==> src/rtl/gsp_pkg.sv <==
package gsp_pkg;
  localparam int CODE_W   = 8;
  localparam int CHANNELS = 2;
  localparam int WORD_W   = CODE_W * CHANNELS;
  localparam int SYNC_N   = 2;

  // Bit order of the synchronized serial pin bundle
  localparam int PIN_SCLK = 2;
  localparam int PIN_SEL  = 1;
  localparam int PIN_DIN  = 0;
  localparam int PIN_W    = 3;
endpackage

==> src/rtl/gsp_sync.sv <==
module gsp_sync #(
  parameter int               WIDTH   = 3,
  parameter int               STAGES  = 2,
  parameter logic [WIDTH-1:0] RST_VAL = '0
) (
  input  logic             clk,
  input  logic             rst,
  input  logic [WIDTH-1:0] async_i,
  output logic [WIDTH-1:0] sync_o
);
  logic [WIDTH-1:0] stage_q [STAGES];

  always_ff @(posedge clk) begin
    if (rst) stage_q[0] <= RST_VAL;
    else     stage_q[0] <= async_i;
  end

  for (genvar s = 1; s < STAGES; s++) begin : g_stage
    always_ff @(posedge clk) begin
      if (rst) stage_q[s] <= RST_VAL;
      else     stage_q[s] <= stage_q[s-1];
    end
  end

  assign sync_o = stage_q[STAGES-1];
endmodule

==> src/rtl/gsp_edge.sv <==
module gsp_edge (
  input  logic clk,
  input  logic rst,
  input  logic sclk_s,
  input  logic sel_n_s,
  output logic sclk_rise,
  output logic sclk_fall,
  output logic sel_rise
);
  logic sclk_d;
  logic sel_n_d;

  always_ff @(posedge clk) begin
    if (rst) begin
      sclk_d  <= 1'b0;
      sel_n_d <= 1'b1;
    end else begin
      sclk_d  <= sclk_s;
      sel_n_d <= sel_n_s;
    end
  end

  assign sclk_rise = sclk_s & ~sclk_d;
  assign sclk_fall = ~sclk_s & sclk_d;
  assign sel_rise  = sel_n_s & ~sel_n_d;
endmodule

==> src/rtl/gsp_shifter.sv <==
module gsp_shifter #(
  parameter int WORD_W = 16
) (
  input  logic              clk,
  input  logic              rst,
  input  logic              shift_en,
  input  logic              din,
  input  logic              out_en,
  output logic [WORD_W-1:0] word_o,
  output logic              dout_o
);
  logic [WORD_W-1:0] shift_q;
  logic              dout_q;

  always_ff @(posedge clk) begin
    if (rst)           shift_q <= '0;
    else if (shift_en) shift_q <= {shift_q[WORD_W-2:0], din};
  end

  // Launch the bit leaving the top on the falling edge
  always_ff @(posedge clk) begin
    if (rst)         dout_q <= 1'b0;
    else if (out_en) dout_q <= shift_q[WORD_W-1];
  end

  assign word_o = shift_q;
  assign dout_o = dout_q;
endmodule

==> src/rtl/gsp_gain_regs.sv <==
module gsp_gain_regs #(
  parameter int CODE_W   = 8,
  parameter int CHANNELS = 2
) (
  input  logic                         clk,
  input  logic                         rst,
  input  logic                         load,
  input  logic [CODE_W*CHANNELS-1:0]   word_i,
  output logic [CODE_W*CHANNELS-1:0]   codes_o,
  output logic                         strobe_o
);
  for (genvar c = 0; c < CHANNELS; c++) begin : g_chan
    logic [CODE_W-1:0] code_q;
    always_ff @(posedge clk) begin
      if (rst)       code_q <= '0;
      else if (load) code_q <= word_i[c*CODE_W +: CODE_W];
    end
    assign codes_o[c*CODE_W +: CODE_W] = code_q;
  end

  always_ff @(posedge clk) begin
    if (rst) strobe_o <= 1'b0;
    else     strobe_o <= load;
  end
endmodule

==> src/rtl/gain_serial_port.sv <==
module gain_serial_port
  import gsp_pkg::*;
(
  input  logic              clk,
  input  logic              rst,
  input  logic              ser_clk_i,
  input  logic              sel_n_i,
  input  logic              ser_din_i,
  output logic              ser_dout_o,
  output logic              ser_dout_oe_o,
  output logic [CODE_W-1:0] gain_left_o,
  output logic [CODE_W-1:0] gain_right_o,
  output logic              gain_update_o
);
  localparam logic [PIN_W-1:0] PIN_IDLE = PIN_W'(1) << PIN_SEL;

  logic [PIN_W-1:0]  pins_s;
  logic              sclk_rise, sclk_fall, sel_rise;
  logic [WORD_W-1:0] word;
  logic [WORD_W-1:0] codes;
  logic              oe_q;

  gsp_sync #(.WIDTH(PIN_W), .STAGES(SYNC_N), .RST_VAL(PIN_IDLE)) u_sync (
    .clk     (clk),
    .rst     (rst),
    .async_i ({ser_clk_i, sel_n_i, ser_din_i}),
    .sync_o  (pins_s)
  );

  gsp_edge u_edge (
    .clk       (clk),
    .rst       (rst),
    .sclk_s    (pins_s[PIN_SCLK]),
    .sel_n_s   (pins_s[PIN_SEL]),
    .sclk_rise (sclk_rise),
    .sclk_fall (sclk_fall),
    .sel_rise  (sel_rise)
  );

  gsp_shifter #(.WORD_W(WORD_W)) u_shift (
    .clk      (clk),
    .rst      (rst),
    .shift_en (sclk_rise & ~pins_s[PIN_SEL]),
    .din      (pins_s[PIN_DIN]),
    .out_en   (sclk_fall & ~pins_s[PIN_SEL]),
    .word_o   (word),
    .dout_o   (ser_dout_o)
  );

  gsp_gain_regs #(.CODE_W(CODE_W), .CHANNELS(CHANNELS)) u_regs (
    .clk      (clk),
    .rst      (rst),
    .load     (sel_rise),
    .word_i   (word),
    .codes_o  (codes),
    .strobe_o (gain_update_o)
  );

  always_ff @(posedge clk) begin
    if (rst) oe_q <= 1'b0;
    else     oe_q <= ~pins_s[PIN_SEL];
  end

  // First byte received ends up in the upper half: left channel
  assign gain_left_o   = codes[WORD_W-1 -: CODE_W];
  assign gain_right_o  = codes[CODE_W-1:0];
  assign ser_dout_oe_o = oe_q;
endmodule

==> config.mk <==
export PLATFORM = sky130hd
export DESIGN_NAME = gain_serial_port
export DESIGN_NICKNAME = d
export VERILOG_FILES = /design/src/rtl/gsp_pkg.sv /design/src/rtl/gsp_sync.sv /design/src/rtl/gsp_edge.sv /design/src/rtl/gsp_shifter.sv /design/src/rtl/gsp_gain_regs.sv /design/src/rtl/gain_serial_port.sv
export SDC_FILE = /design/constraint.sdc
export NUM_CORES = 1
export LEC_CHECK = 0
export ABC_AREA = 1
export ABC_CLOCK_PERIOD_IN_PS = 1200
export BUFFER_PORTS_ARGS = -buffer_cell sky130_fd_sc_hd__buf_2
export CAP_MARGIN = 20
export CORE_ASPECT_RATIO = 1.75
export CORE_MARGIN = 10
export CORE_UTILIZATION = 40
export DETAILED_ROUTE_END_ITERATION = 8
export GPL_TIMING_DRIVEN = 0
export SLEW_MARGIN = 40
export SYNTH_ARGS = -nofsm -noshare
export SYNTH_HDL_FRONTEND = slang
export SYNTH_SLANG_ARGS = --single-unit
==> constraint.sdc <==
create_clock -name clk -period 1.2 [get_ports clk]
set_input_delay 0.12 -clock clk [delete_from_list [all_inputs] [get_ports clk]]
set_output_delay 0.12 -clock clk [all_outputs]
set_load 0.03 [all_outputs]
==> metrics.txt, run 1 <==
DRC viols 0; Worst Clk Skew around 0.0046 ns; clk root buf clkbuf_8; unrepaired setup endpoints after global routing no; IO Pins 24; CP bufs+invs 1; Clock Tree Buf Depth 2; Rows 30; Critical R2R Launch u_sync.stage_q[1][1]; fillcell total a little over 400; via/cell ratio approximately 4.3; core area approximately 3900 um^2; status finished clean; Syn Nets ~210; CP top delay family flip-flops; ANT cells 0; hold_sp ser_din_i; synth unique cells 17; Fmax achieved roughly 990 MHz; CTS tree built; TritonRoute pass-1 iters 4; # resized after CTS 0; Max VDD drop 1.59 mV; Max-Cap Viols 0; Port Buf Inserts 22; final worst-path cycle share 84.0%; final WL around 2900 um; CP max FO 10; worst slew pin tran 0.241 ns; post-route ant nets 0; Critical Path Start u_sync.stage_q[1][1]; critical path class reg -> reg; layout cell share with drive strength beyond 1 between 10% and 20%; final hold vios 0; Netlist Area Pre-Place between 1500 and 2000 um^2; yosys warns 0; final count of pins violating max slew 0; placed standard-cell area around 1800 um^2; drt wl/cell 9.93 um; worst hold endpoint u_sync.stage_q[0][0]; worst reg2reg endpoint u_regs.g_chan[1].code_q[4]; die area between 6000 and 7000 um^2; Worst Hold Depth 3; most frequent cells in the layout 73 x nor2_1, 43 x dfxtp_1, 34 x nand2_1, 25 x inv_1, 25 x buf_2; Arrival @ worst endpoint around 1.2 ns; CP cell instances nand2_4, buf_6, o21ai_0, nor2_1; Hold Crit Class in -> reg; fin util 49.1%; slowest CP cell dfxtp_1; total track usage a little under a tenth; first-pass GRT wire length a little under 5000 um; post-detail-place hpwl between 2000 and 2500 um; Req. time, crit path between 1 and 1.5 ns; NumNets Final about 240; vias 1233; PwrDens around 1600 nW/um^2; min Tclk post-route just over 1 ns; Rel. slew slack between 80% and 90%; Synth Instances between 200 and 250; worst reg2reg setup slack ~0.19 ns; Pleak 0.993 nW; fin area around 1900 um^2; clk slew on worst S/H paths 0.08 ns; die height ~100 um; Detailed Route Iter0 Violations 18; global route overflow 0; total negative setup slack 0 ns; R2R cell count 4; H-tree Lvls 2; Final Setup Violations 0; sequential area share after synthesis between 50% and 60%; largest net degree at the start of global routing 15; initial antenna violation count 0; total CTS buffers 5; Initial Util between 40% and 50%; commonest non-fill, non-tap cell in the layout nor2_1; GPL Wtd Cong ~0.74; Syn Area/Cell 7.61 um^2; die width 67.6 um; vias in the first global route between 1000 and 1500; clk sinks 43; Clk Latency, worst-skew pair between 0.2 and 0.3 ns; Yosys reg bits 43; CP peak stage delay 0.41 ns; area grow syn2layout 20.0%; Crit. End Element flip-flop; startpoint type of the worst setup path flip-flop
-- routing by layer --
metal	track usage, %	share of wire [%]	vias up	routed length [um]
li1	-	-	667	-
met1	8.65	40	534	1150
met2	15.8	50	25	1420
met3	3.67	7.3	7	208
met4	5.24	2.5	0	72
met5	0	0	-	0
-- layout make-up --
type	count	area [um^2]	area share, %
flip-flops and latches	43	861	45.3
clock buffers	5	68.8	3.62
inverters	28	111	5.86
well taps	48	60.1	3.16
repair buffers	23	120	6.32
clock inverters	3	67.6	3.56
multi-input cells	128	528	27.8
plain buffers	9	82.6	4.35
-- timing repair --
item	CTS	global route
setup endpoints to repair	0	0
endpoints found under the hold margin	1	0
buffers inserted	0	0
hold buffers	1	0
-- cell usage after synthesis (all sizes together) --
cell,count,area share (%)
buf,9,5.2
clkinv,1,0.32
dfxtp,43,54
inv,27,6.7
nand2,35,8.8
nand3,2,1.4
nor2,73,17
o21ai,16,5.1
or2,2,0.79
-- worst reg2reg max path: cells and delay by family (launching register included) --
kind / cells / cell delay, ns
AO/OA/AOI/OAI: 1 / 0.17
buffers and inverters: 1 / 0.16
flip-flops: 1 / 0.41
AND/OR/NAND/NOR: 2 / 0.17
-- where the power goes --
group,switching [mW],internal (mW)
logic,0.115,0.0603
clock network,0.477,0.829
registers,0.0176,1.46
-- per-stage QoR --
| stage | setup WS, ns | std cells | hold slack (ns) | total power [mW] |
|---|---|---|---|---|
| floorplan | 0.293 | 208 | 0.224 | 1.64 |
| global placement | 0.183 | 278 | 0.302 | 1.69 |
| detailed placement | 0.189 | 278 | 0.307 | 1.69 |
| CTS | 0.178 | 287 | 0.0175 | 3.02 |
| global route | 0.0856 | 287 | 0.0285 | 3.09 |
| finish | 0.192 | 287 | 0.0289 | 2.96 |
-- how the worst max path moves through the flow --
stage                                      end  slack (ns)  depth (start not counted)
floorplan           u_regs.g_chan[0].code_q[5]        0.29                          4
global placement    u_regs.g_chan[1].code_q[4]        0.18                          4
detailed placement  u_regs.g_chan[1].code_q[4]        0.19                          4
CTS                 u_regs.g_chan[1].code_q[4]        0.18                          4
global route        u_regs.g_chan[1].code_q[6]        0.09                          4
finish              u_regs.g_chan[1].code_q[4]        0.19                          4
-- flip-flops by register name, indices dropped and copies added (netlist names) --
name / count
u_edge.sel_n_d: 1
u_shift.dout_o: 1
ser_dout_oe_o: 1
u_edge.sclk_d: 1
u_shift.word_o: 16
u_regs.strobe_o: 1
u_sync.stage_q: 6
u_regs.g_chan.code_q: 16
-- cells by family (layout without fill, tap and decap cells) --
group                  after synthesis  in the layout  share of synthesized area, %
AO/OA/AOI/OAI                       16             16                          5.06
buffers and inverters               37             68                          12.3
AND/OR/NAND/NOR                    112            112                          28.3
flip-flops                          43             43                          54.4
Note: power is estimated with default switching activity, not from simulation.
==> run 2: changes to the inputs <==
Settings changed: ABC_CLOCK_PERIOD_IN_PS 1200 to 900.
Clock period 1.2 ns to 0.9 ns, I/O delays scaled along.
==> run 2 against run 1 <==
Effect of this change: the flow now finishes with violations (setup timing); largest cell class unchanged; critical path depth rose by 2; via count rose by 3.2%; setup slack got worse by 0.23 ns; critical path type unchanged; first-iteration DRC count rose by 28%; maximum frequency rose by 8.0%; register-to-register slack got worse by 0.23 ns; critical endpoint is now u_shift.word_o[4]; utilization rose by 7.8 points; final cell count rose by 3.1%; clock skew fell by 0.00050 ns; clock power barely moved.
==> metrics.txt, run 2 (synthesized netlist as in run 1, its figures left out) <==
slowest CP cell dfxtp_4 (was dfxtp_1); first-pass GRT wire length 5060 um (was 4860 um); Final Setup Violations 27 (was 0); Pleak 1.07 nW (was 0.993 nW); Clk Latency, worst-skew pair 0.29 ns (about the same); vias in the first global route 1217 (was 1151); min Tclk post-route 0.934 ns (was 1.01 ns); IO Pins 24 (unchanged); DRC viols 0 (unchanged); failing checks setup timing; Hold Crit Class in -> reg (unchanged); CP max FO 6 (was 10); final count of pins violating max slew 0 (unchanged); global route overflow 0 (unchanged); total CTS buffers 5 (unchanged); die height 103 um (unchanged); CP peak stage delay 0.37 ns (was 0.41 ns); area grow syn2layout 39.1% (was 20.0%); unrepaired setup endpoints after global routing yes (was no); vias 1273 (was 1233); die area 6970 um^2 (unchanged); post-detail-place hpwl 2200 um (was 2130 um); die width 67.6 um (unchanged); largest net degree at the start of global routing 13 (was 15); critical path class reg -> reg (unchanged); Max-Cap Viols 0 (unchanged); Max VDD drop 1.25 mV (was 1.59 mV); clk slew on worst S/H paths 0.07 ns (was 0.08 ns); final worst-path cycle share 104% (was 84.0%); post-route ant nets 0 (unchanged); Crit. End Element flip-flop (unchanged); Rows 30 (unchanged); layout cell share with drive strength beyond 1 38.3% (was 19.2%); worst slew pin tran 0.188 ns (was 0.241 ns); ANT cells 0 (unchanged); H-tree Lvls 2 (unchanged); drt wl/cell 10.6 um (was 9.93 um); post-place setup slack -0.0632 ns (was 0.189 ns); final WL 3150 um (was 2850 um); CP cell instances inv_4, nand3_4, buf_6, nand2_2, nand2_1, nor2_2 (was nand2_4, buf_6, o21ai_0, nor2_1); Rel. slew slack 87.3% (was 83.8%); Req. time, crit path 1.13 ns (was 1.39 ns); CP bufs+invs 2 (was 1); Design Power 3.61 mW (was 2.96 mW); clk sinks 43 (unchanged); commonest non-fill, non-tap cell in the layout nor2_1 (unchanged); status finished with violations (was finished clean); total track usage 9.40% (was 9.08%); NumNets Final 252 (was 243); startpoint type of the worst setup path flip-flop (unchanged); final hold vios 0 (unchanged); clk root buf clkbuf_8 (unchanged); PwrDens 1640 nW/um^2 (was 1560 nW/um^2); Clock Tree Buf Depth 2 (unchanged); Initial Util 40.9% (unchanged); most frequent cells in the layout 55 x nor2_1, 32 x nand2_1, 25 x dfxtp_1, 23 x inv_1, 20 x buf_6 (was 73 x nor2_1, 43 x dfxtp_1, 34 x nand2_1, 25 x inv_1, 25 x buf_2); total negative setup slack -0.485 ns (was 0 ns); initial antenna violation count 0 (unchanged); CTS tree built (unchanged); TritonRoute pass-1 iters 4 (unchanged); Worst Clk Skew 0.00409 ns (was 0.00459 ns); GPL Wtd Cong 0.740 (was 0.738); Arrival @ worst endpoint 1.17 ns (was 1.20 ns); CP top delay family flip-flops (unchanged); via/cell ratio 4.30 (about the same); Fmax achieved 1070 MHz (was 992 MHz); fin util 57.0% (was 49.1%); core area 3870 um^2 (unchanged); final setup margin -0.0337 ns (was 0.192 ns); Detailed Route Iter0 Violations 23 (was 18); Port Buf Inserts 22 (unchanged)
==> run 2: cell count changes in the layout (fill, tap and decap cells not counted), sizes merged <==
cell	change
dlygate4sd3	+2
buf	+6
bufinv	-2
clkbuf	+4
clkinvlp	-1
==> run 2: area by class of cell <==
class / count / area (um^2)
inverter: 28 / 116
sequential: 43 / 886
buffer: 9 / 86.3
clock buffer: 8 / 100
tap: 48 / 60.1
timing repair buffer: 32 / 334
fill: 387 / 1660
multi-input combinational: 128 / 619
==> run 2: routing by layer <==
| metal | global-route usage, % | vias to the layer above | routed length, um |
|---|---|---|---|
| met2 | 17.0 | 21 | 1720 |
| li1 | - | 685 | - |
| met1 | 8.58 | 562 | 1180 |
| met5 | 0 | - | 0 |
| met4 | 4.76 | 0 | 54 |
| met3 | 3.88 | 5 | 197 |
==> run 2: path summary, 6_finish.rpt <==
check / cells past startpoint / slack, ns / endpoint / from
worst max-delay path: 6 / -0.03 / u_shift.word_o[4] / u_sync.stage_q[1][1]
worst min-delay path: 2 / 0.04 / u_sync.stage_q[1][0] / rst
worst max register to register: 6 / -0.03 / u_shift.word_o[4] / u_sync.stage_q[1][1]
worst min register to register: 2 / 0.40 / u_sync.stage_q[1][0] / u_sync.stage_q[0][0]
==> run 2: power by group <==
group	leakage [nW]	internal, mW	total, mW	switching (mW)
Clock	0.0515	0.700	1.30	0.600
Combinational	0.664	0.147	0.316	0.169
Sequential	0.356	1.95	1.99	0.0373
==> run 2: timing repair <==
action,4_1_cts,5_1_grt
gates resized for setup,28,74
gates cloned,1,1
setup buffers,0,5
setup endpoints to repair,43,44
pin swaps,0,4
hold endpoints to repair,3,0
hold buffers,3,0
==> run 2: metrics by stage <==
stage                     cells  hold slack [ns]  area, um^2
final                       296           0.0355        2200
after floorplan             208            0.194        1580
after global routing        296           0.0357        2200
after global placement      278            0.272        1750
after detailed placement    278            0.281        1750
after CTS                   290           0.0249        1950
==> run 3: changes to the inputs <==
Settings changed: TNS_END_PERCENT set to 5.
==> run 3 against run 2 <==
Effect of this change: the run still ends with setup timing left; cell area decreased by 3.4%; maximum frequency shrank 1.2%; utilization is 1.9 points lower; via count is 0.55% lower; first-iteration DRC count rose by 39%; sequential power about the same; largest power group unchanged; power is 0.68% lower; clock skew about the same.
==> metrics.txt, run 3 (synthesized netlist as in run 1, its figures left out) <==
worst slew pin tran 0.185 ns (was 0.188 ns); clk sinks 43 (unchanged); Port Buf Inserts 22 (unchanged); Pleak 1.05 nW (was 1.07 nW); DRC viols 0 (unchanged); unrepaired setup endpoints after global routing yes (unchanged); Worst Clk Skew 0.00418 ns (was 0.00409 ns); critical path class reg -> reg (unchanged); IO Pins 24 (unchanged); final count of pins violating max slew 0 (unchanged); GPL Wtd Cong 0.740 (unchanged); area grow syn2layout 34.5% (was 39.1%); post-place setup slack -0.0632 ns (unchanged); largest net degree at the start of global routing 13 (unchanged); H-tree Lvls 2 (unchanged); TritonRoute pass-1 iters 4 (unchanged); core area 3870 um^2 (unchanged); final worst-path cycle share 105% (was 104%); Initial Util 40.9% (unchanged); Clk Latency, worst-skew pair 0.29 ns (about the same); fin area 2130 um^2 (was 2200 um^2); PwrDens 1680 nW/um^2 (was 1640 nW/um^2); GRT Max-Usage Layer met2 (unchanged); CTS tree built (unchanged); total CTS buffers 5 (unchanged); Rel. slew slack 87.5% (was 87.3%); worst reg2reg setup slack -0.04 ns (was -0.03 ns); placed standard-cell area 1750 um^2 (unchanged); met1 Use GR 8.51% (was 8.58%); ANT cells 0 (unchanged); total negative setup slack -0.530 ns (was -0.485 ns); die height 103 um (unchanged); NumNets Final 250 (was 252); vias 1266 (was 1273); Arrival @ worst endpoint 1.13 ns (was 1.17 ns); initial antenna violation count 0 (unchanged); Detailed Route Iter0 Violations 32 (was 23); Crit. End Element flip-flop (unchanged); most frequent cells in the layout 61 x nor2_1, 33 x nand2_1, 29 x dfxtp_1, 23 x inv_1, 17 x buf_6 (was 55 x nor2_1, 32 x nand2_1, 25 x dfxtp_1, 23 x inv_1, 20 x buf_6); post-detail-place hpwl 2200 um (unchanged); drt wl/cell 10.7 um (was 10.6 um); Hold Crit Class in -> reg (unchanged); final setup margin -0.0447 ns (was -0.0337 ns); failing checks setup timing (unchanged); # placed instances 278 (unchanged); vias in the first global route 1213 (was 1217); CP max FO 7 (was 6); Max VDD drop 1.24 mV (was 1.25 mV); Cell Count, Final, Fillers Out 294 (was 296); Fmax achieved 1060 MHz (was 1070 MHz); first-pass GRT wire length 5050 um (was 5060 um); final hold vios 0 (unchanged); met3 Use GR 3.88% (unchanged); Final Setup Violations 27 (unchanged); commonest non-fill, non-tap cell in the layout nor2_1 (unchanged); startpoint type of the worst setup path flip-flop (unchanged); via/cell ratio 4.31 (was 4.30); Design Power 3.58 mW (was 3.61 mW); Max-Cap Viols 0 (unchanged); Req. time, crit path 1.09 ns (was 1.13 ns); status finished with violations (unchanged); die width 67.6 um (unchanged); layout cell share with drive strength beyond 1 33.3% (was 38.3%); min Tclk post-route 0.945 ns (was 0.934 ns); global route overflow 0 (unchanged); Clock Tree Buf Depth 2 (unchanged); clk slew on worst S/H paths 0.07 ns (about the same); final WL 3150 um (about the same); met2 Usage GRT 17.0% (unchanged); total track usage 9.38% (was 9.40%); Rows 30 (unchanged); clk root buf clkbuf_8 (unchanged); die area 6970 um^2 (unchanged); post-route ant nets 0 (unchanged)
[run 3: cell types whose count changed in the layout (fill, tap and decap cells not counted)]
| cell | delta |
|---|---|
| nand2_1 | +1 |
| buf_4 | +1 |
| dfxtp_1 | +4 |
| nor2_1 | +6 |
| buf_6 | -3 |
| dfxtp_2 | -4 |
| nor2_4 | -5 |
| nor2_2 | -1 |
| nand2_2 | -1 |
[run 3: final cells by class]
cell class	count	area, um^2
fillers	394	1740
inverters	28	116
flip-flops and latches	43	881
repair buffers	30	308
plain buffers	9	86.3
clock buffers	8	100
well taps	48	60.1
multi-input cells	128	577
[run 3: per-stage QoR]
stage | utilization [%] | hold WS [ns]
floorplan | - | 0.194
global placement | 45.4 | 0.272
detailed placement | 45.4 | 0.281
CTS | 50.5 | 0.0249
global route | 55.0 | 0.0357
finish | 55.0 | 0.0333
[run 3: worst paths after layout]
check,startpoint,to,cells past startpoint
min,rst,u_sync.stage_q[1][0],2
max reg2reg,u_sync.stage_q[1][1],u_regs.g_chan[0].code_q[4],5
max,u_sync.stage_q[1][1],u_regs.g_chan[0].code_q[4],5
min reg2reg,u_sync.stage_q[0][0],u_sync.stage_q[1][0],2
[run 3: critical path: stages (launching register included)]
cell       delay [ns]
dfxtp_4          0.37
nand2_4          0.13
inv_8            0.06
clkbuf_16        0.15
nor2_1           0.08
nor2_1           0.05
[run 3: metal layers]
| metal | up-vias | routed length [um] |
|---|---|---|
| li1 | 682 | - |
| met1 | 553 | 1200 |
| met2 | 23 | 1680 |
| met3 | 8 | 210 |
| met4 | 0 | 63 |
| met5 | - | 0 |
[run 3: where the power goes]
part           leakage, nW  internal [mW]  switching [mW]
Combinational        0.639          0.134           0.163
Sequential           0.355           1.95          0.0338
Clock               0.0515          0.699           0.599
Total                 1.05           2.79           0.796
[run 3: what timing repair did]
item / CTS / global route
pin swaps: 0 / 1
hold endpoints to repair: 3 / 0
endpoints found under the setup margin: 43 / 44
hold buffers: 3 / 0
gates cloned: 1 / 1
setup buffers: 0 / 3
gates resized for setup: 27 / 56
